**src/rtl/phdiv_pkg.sv**
```systemverilog
package phdiv_pkg;

    // Phases of the divided waveform
    typedef enum logic [1:0] {
        PH_IDLE  = 2'd0,
        PH_DELAY = 2'd1,
        PH_HIGH  = 2'd2,
        PH_LOW   = 2'd3
    } phdiv_phase_e;

endpackage

```
**src/rtl/phdiv_cfg_reg.sv**
```systemverilog
module phdiv_cfg_reg #(
    parameter int W = 4
) (
    input  logic         clk,
    input  logic         rst_n,
    input  logic         sync,
    input  logic [W-1:0] hi_len,
    input  logic [W-1:0] lo_len,
    output logic [W-1:0] hi_cap,
    output logic [W-1:0] lo_cap
);

    typedef struct packed {
        logic [W-1:0] hi;
        logic [W-1:0] lo;
    } cfg_t;

    cfg_t cfg_d, cfg_q;

    // Fields are taken only while the restart strobe is high
    always_comb begin
        cfg_d = cfg_q;
        if (sync) begin
            cfg_d.hi = hi_len;
            cfg_d.lo = lo_len;
        end
    end

    always_ff @(posedge clk or negedge rst_n) begin
        if (!rst_n) begin
            cfg_q <= '0;
        end else begin
            cfg_q <= cfg_d;
        end
    end

    assign hi_cap = cfg_q.hi;
    assign lo_cap = cfg_q.lo;

endmodule

```
**src/rtl/phdiv_delay_calc.sv**
```systemverilog
module phdiv_delay_calc #(
    parameter int W = 4,
    localparam int DW = W + 1
) (
    input  logic [W-1:0]  ph_off,
    input  logic          start_hi,
    input  logic [W-1:0]  lo_len,
    output logic [DW-1:0] delay
);

    logic [DW-1:0] off_ext;
    logic [DW-1:0] lo_ext;

    assign off_ext = {1'b0, ph_off};
    assign lo_ext  = {1'b0, lo_len};

    // Start-high folds the low time plus one extra cycle into the delay
    always_comb begin
        if (start_hi) begin
            delay = off_ext + lo_ext + DW'(1);
        end else begin
            delay = off_ext;
        end
    end

endmodule

```
**src/rtl/phdiv_wave_fsm.sv**
```systemverilog
module phdiv_wave_fsm
    import phdiv_pkg::*;
#(
    parameter int W = 4,
    localparam int DW = W + 1
) (
    input  logic          clk,
    input  logic          rst_n,
    input  logic          sync,
    input  logic [DW-1:0] delay_in,
    input  logic [W-1:0]  hi_cap,
    input  logic [W-1:0]  lo_cap,
    output logic          wave
);

    typedef struct packed {
        phdiv_phase_e  phase;
        logic [DW-1:0] cnt;
        logic          out;
    } fsm_t;

    fsm_t s_d, s_q;

    always_comb begin
        s_d = s_q;
        if (sync) begin
            s_d.phase = PH_DELAY;
            s_d.cnt   = delay_in;
            s_d.out   = 1'b0;
        end else begin
            unique case (s_q.phase)
                PH_IDLE: begin
                    s_d.out = 1'b0;
                end
                PH_DELAY: begin
                    if (s_q.cnt == '0) begin
                        s_d.phase = PH_HIGH;
                        s_d.cnt   = {1'b0, hi_cap};
                        s_d.out   = 1'b1;
                    end else begin
                        s_d.cnt = s_q.cnt - DW'(1);
                    end
                end
                PH_HIGH: begin
                    if (s_q.cnt == '0) begin
                        s_d.phase = PH_LOW;
                        s_d.cnt   = {1'b0, lo_cap};
                        s_d.out   = 1'b0;
                    end else begin
                        s_d.cnt = s_q.cnt - DW'(1);
                    end
                end
                PH_LOW: begin
                    if (s_q.cnt == '0) begin
                        s_d.phase = PH_HIGH;
                        s_d.cnt   = {1'b0, hi_cap};
                        s_d.out   = 1'b1;
                    end else begin
                        s_d.cnt = s_q.cnt - DW'(1);
                    end
                end
                default: begin
                    s_d.phase = PH_IDLE;
                    s_d.out   = 1'b0;
                end
            endcase
        end
    end

    always_ff @(posedge clk or negedge rst_n) begin
        if (!rst_n) begin
            s_q.phase <= PH_IDLE;
            s_q.cnt   <= '0;
            s_q.out   <= 1'b0;
        end else begin
            s_q <= s_d;
        end
    end

    assign wave = s_q.out;

endmodule

```
**src/rtl/phase_divider.sv**
```systemverilog
module phase_divider #(
    parameter int W = 4
) (
    input  logic         clk,
    input  logic         rst_n,
    input  logic         sync,
    input  logic [W-1:0] hi_len,
    input  logic [W-1:0] lo_len,
    input  logic [W-1:0] ph_off,
    input  logic         start_hi,
    output logic         div_out
);

    localparam int DW = W + 1;

    logic [W-1:0]  hi_cap;
    logic [W-1:0]  lo_cap;
    logic [DW-1:0] delay;

    phdiv_cfg_reg #(.W(W)) u_cfg (
        .clk    (clk),
        .rst_n  (rst_n),
        .sync   (sync),
        .hi_len (hi_len),
        .lo_len (lo_len),
        .hi_cap (hi_cap),
        .lo_cap (lo_cap)
    );

    // Delay is derived from the live fields; it is loaded only on a sync edge
    phdiv_delay_calc #(.W(W)) u_delay (
        .ph_off   (ph_off),
        .start_hi (start_hi),
        .lo_len   (lo_len),
        .delay    (delay)
    );

    phdiv_wave_fsm #(.W(W)) u_fsm (
        .clk      (clk),
        .rst_n    (rst_n),
        .sync     (sync),
        .delay_in (delay),
        .hi_cap   (hi_cap),
        .lo_cap   (lo_cap),
        .wave     (div_out)
    );

endmodule

```
**config.mk**
```make
export PLATFORM = sky130hd
export DESIGN_NAME = phase_divider
export DESIGN_NICKNAME = d
export VERILOG_FILES = /design/src/rtl/phdiv_pkg.sv /design/src/rtl/phdiv_cfg_reg.sv /design/src/rtl/phdiv_delay_calc.sv /design/src/rtl/phdiv_wave_fsm.sv /design/src/rtl/phase_divider.sv
export SDC_FILE = /design/constraint.sdc
export NUM_CORES = 1
export LEC_CHECK = 0
export CORE_MARGIN = 2
export CORE_UTILIZATION = 50
export CTS_BUF_LIST = sky130_fd_sc_hd__clkbuf_8 sky130_fd_sc_hd__clkbuf_16
export DETAILED_ROUTE_END_ITERATION = 10
export HOLD_SLACK_MARGIN = 0.1
export PLACE_DENSITY = 0.83
export RECOVER_POWER = 50
export REMOVE_ABC_BUFFERS = 1
export SKIP_CTS_REPAIR_TIMING = 1
export SLEW_MARGIN = 30
export SYNTH_ARGS = -nofsm -noshare
export SYNTH_HDL_FRONTEND = slang
export SYNTH_SLANG_ARGS = --single-unit
```
**constraint.sdc**
```tcl
create_clock -name clk -period 2 [get_ports clk]
set_input_delay 0.4 -clock clk [delete_from_list [all_inputs] [get_ports clk]]
set_output_delay 0.4 -clock clk [all_outputs]
set_load 0.01 [all_outputs]
```
Word-level counts from Yosys, hierarchy flattened
Index checks and enable logic that the tools add are counted.

word-level totals
  flip-flop bits (word level) = 16
  bits of input ports = 16
  output and inout bits = 1
  logic and storage cells = 29

cells by class
  add/sub/neg operators = 3
  equality and inequality tests = 5
  multiplexer cells = 10
  reduce and logical (&&, ||, !) cells = 6

operators by type and width
  cell                                                                     count
  5-bit 2-to-1 mux                                                         3
  7-bit case mux with 2 select lines                                       1
  8-bit 2-to-1 mux                                                         1
  4-bit by 4-bit adder with 5-bit output                                   1
  5-bit by 1-bit adder with 5-bit output, second input constant            1
  5-bit logical NOT                                                        1
  5-bit by 1-bit subtractor with 5-bit output, second input constant       1
  2-bit == test, second input constant                                     2
  2-bit 2-to-1 mux                                                         2
  3-bit by 1-bit inequality test with 1-bit output, second input constant  1
  3-bit by 2-bit inequality test with 1-bit output, second input constant  1
  1-bit case mux with 3 select lines                                       1
  3-bit AND reduction                                                      1
  3-bit nonzero test                                                       1
  2-bit by 1-bit == test with 1-bit output, second input constant          1
  2-bit logical NOT                                                        1
  1-bit 2-to-1 mux                                                         2
  2-bit AND reduction                                                      1
  2-bit OR reduction                                                       1

Depth between registers and ports, before layout
  depth after elaboration = 4
  depth in mapped cells = 7
  depth with buffers taken out = 7

By module
A second synthesis with hierarchy kept.

second synthesis, totals
  cells, all modules = 104
  area total of the unflattened synthesis = 1,127.3 sq um

modules (own cells, without submodules)
  module            instances  cells each  area an instance (sq um)  sequential area each (sq um)
  phdiv_wave_fsm    1          60          571.8                     200.2
  phdiv_cfg_reg     1          17          331.6                     200.2
  phdiv_delay_calc  1          27          224.0                     0.0

Worst setup path after synthesis
OpenSTA, ideal clock, no wires.

  kind = reg2reg
  start = register u_fsm.s_q[1] in the netlist's numbering
  end = register u_fsm.s_q[1] in the netlist's numbering
  library setup time = 77 ps
  data arrival time = 1,584 ps
  required time = 1,923 ps
  path slack = 338 ps
  stages on the path, launching flop included = 7
  path buffers = 0
  clock period less this slack = 1,662 ps
  cell sequence = dfrtp_1 inv_1 ha_1 or4b_4 a311oi_2 nor4_1 a21oi_1

on the way
  longest elaborated chain between the ends = 4
  elaborated cells between the ends (all ways) = 6
  those cells by class = add/sub: 1; mux: 4; reduce/logical: 1

RTL lines
  what                                                                                     RTL line                                                          text
  from (decl)                                                                              phdiv_wave_fsm.sv:22                                              fsm_t s_d, s_q;
  5-bit by 1-bit subtractor with 5-bit output / 5-bit logical NOT (equally long branches)  -
  5-bit 2-to-1 mux (on tied branches)                                                      phdiv_wave_fsm.sv:36, phdiv_wave_fsm.sv:54, phdiv_wave_fsm.sv:45
  7-bit case mux with 2 select lines *                                                     phdiv_wave_fsm.sv:31                                              unique case (s_q.phase)
  8-bit 2-to-1 mux *                                                                       phdiv_wave_fsm.sv:26                                              if (sync) begin

Mark *: on every way between the ends. The rest lies on a longest branch, timed or not.
A chain may end at the register's enable or synchronous reset.

Worst setup path after layout
  start = input lo_len[0]
  end = register u_fsm.s_q[3] in the netlist's numbering

on the way
  longest elaborated chain between the ends = 4

RTL lines
  what                                    RTL line                text
  from (decl)                             phase_divider.sv:8      input logic [W-1:0] lo_len,
  4-bit by 4-bit adder with 5-bit output  phdiv_delay_calc.sv:20  delay = off_ext + lo_ext + DW'(1);
  5-bit by 1-bit adder with 5-bit output  phdiv_delay_calc.sv:20
  5-bit 2-to-1 mux                        phdiv_delay_calc.sv:19  if (start_hi) begin
  8-bit 2-to-1 mux                        phdiv_wave_fsm.sv:26

Every way passes these cells.

==> metrics.txt <==
count leader, synth dfrtp_1; final setup fails 0; post-synthesis cell type count 34; clk slew on worst S/H paths 0.06 ns; Antenna Cells 0; GP Congestion 0.826; I/O pin count 17; maximum clock frequency roughly 0.52 GHz; DP Area approximately 1200 um^2; Setup crit end kind flop; worst r2r src u_fsm.s_q[1]; fin crit share a little over nine tenths; pin count of the biggest net entering global routing 21; share of the synthesized area in the top cell type about 39%; Worst slew margin roughly 42%; Cells after Synth 96; count of final hold-check violations 0; initial antenna violation count 0; post-route worst setup slack between 0.08 and 0.09 ns; number of global-route vias before repair just over 800; routed len/inst 14.1 um; hpwl dp between 1.5 and 2 mm; drt initial violations 15; path depth of the worst reg2reg path 6; DRC Markers 0; startpoint types input port; total track usage between 10% and 20%; chip height ~50 um; drt first pass iters 4; routed wire length between 2 and 2.5 mm; Post-DRT Antenna Nets 0; Vias/cell around 5.7; Max IR drop VDD around 0.00063 V; CTS tree yes; die area roughly 2400 um^2; Rows 16; Hold/Removal Path Class flop to flop; highest net fanout along the worst path 2; Total Nets Final ~140; GR Overflow Total 0; area leader, netlist dfrtp_1; outcome finished, final reports clean; Async S/R FF share, synth 100%; P per Cell Area 825 nW/um^2; FF-to-FF End u_fsm.s_q[1]; Core ar. between 1500 and 2000 um^2; static leakage 0.562 nW; clock sink total 16; DP Worst Slack -0.220 ns; required time of the critical path 2.12 ns; share of post-route cells with drive strength above 1 approximately a fifth; root buf cell clkbuf_8; Clock Skews roughly 0.0011 ns; via count ~800; placed cells 140; post-route cell area ~1300 um^2; worst-skew pair later-pin latency between 0.2 and 0.3 ns; min-delay src u_cfg.hi_cap[0]; Post-Syn Area approximately 1000 um^2; worst-margin pin slew 0.877 ns; Seq/Total Area, Yosys 38.9%; Data arrival, critical path 2.04 ns; EDFF count, synth 0; Crit Path Category input port to flop; Final min period about 1.9 ns; area added between synthesis and finish 25.4%; CTS buffer count 3; hold slack between 0.5 and 0.6 ns; first-pass GRT wire length 3.64 mm; Mean Syn Cell Area 10.7 um^2; R2R setup slack 0.10 ns; Worst Hold End u_cfg.hi_cap[0]; Hold Path Depth 1; Synth area leaders dfrtp_1 39%, mux2_2 11%, mux2i_1 7.8%; max-cap viol count 0; Initial Util ~53%; YS warnings 0; Clock Tree Buf Depth 2; H-tree lvl count 1; Synth Flop Type dfrtp_1; unrepaired setup endpoints after global routing false; register bit total from synthesis 16; PortBufs 16; Non-Filler Instances ~140; max-slew violations 0; commonest cells in the netlist 16 x dfrtp_1, 10 x mux2_2, 9 x inv_1; die width approximately 49 um
[flip-flops by register name (all words and copies together) (netlist names)]
| name | count |
|---|---|
| u_cfg.lo_cap | 4 |
| u_cfg.hi_cap | 4 |
| u_fsm.s_q | 7 |
| u_fsm.wave | 1 |
[per-stage QoR]
step	util (%)	setup TNS (ns)	power (mW)
global route	66.4	0	1.13
finish	66.4	0	1.06
detailed placement	63.7	-0.317	0.783
global placement	63.7	-0.258	0.763
floorplan	-	0	0.668
CTS	66.5	0	1.07
[power by group]
group	total (mW)	leakage [nW]	switching [mW]	internal, mW
Sequential	0.452	0.191	0.0749	0.378
Combinational	0.331	0.342	0.149	0.182
Clock	0.281	0.0288	0.106	0.175
[placed cells by master (no fill, tap or decap), drive strengths merged, types with 2 or more instances in the layout]
cell / instances
inv: 9
ha: 6
a21oi: 6
nor2: 4
nor3: 3
clkbuf: 5
clkdlybuf4s50: 15
nand2b: 2
mux2i: 8
dfrtp: 16
nand3: 2
buf: 3
o21ai: 3
a21boi: 2
nand2: 3
mux2: 10
nor4: 2
[metal layers]
metal / track usage (%) / vias to the layer above / share of wire (%)
li1: - / 392 / -
met2: 36.0 / 12 / 52
met1: 22.8 / 407 / 44
met5: 0 / - / 0
met4: 4.29 / 0 / 1.1
met3: 5.52 / 4 / 3.0
[area by class of cell]
cell class	instances	area (um^2)
multi-input cells	68	581
well taps	27	33.8
inverters	9	33.8
flip-flops and latches	16	400
fillers	153	652
repair buffers	20	186
clock buffers	4	55.1
[how the worst max path moves through the flow]
stage	start	endpoint
after global placement	lo_len[0]	u_fsm.s_q[3]
final	lo_len[0]	u_fsm.s_q[3]
after CTS	lo_len[0]	u_fsm.s_q[3]
after floorplan	u_fsm.s_q[1]	u_fsm.s_q[1]
after detailed placement	lo_len[0]	u_fsm.s_q[3]
after global routing	lo_len[0]	u_fsm.s_q[3]
[critical path, cell delays in order]
cell             delay (ns)
clkdlybuf4s50_1        0.48
inv_1                  0.05
ha_1                   0.22
fa_2                   0.36
xnor2_1                0.14
mux2_2                 0.26
nand2_1                0.06
o21ai_0                0.07
[logic make-up after synthesis]
logic type	after synthesis	share of synthesized area (%)
and+or+nand+nor	23	14.6
AOI/OAI and AO/OA	19	12.8
muxes	18	18.7
DFF	16	38.9
buffers and inverters	12	4.87
adders and majority gates	7	9.25
xor gates and xnor gates	1	0.852
Note: power is estimated with default switching activity, not from simulation.
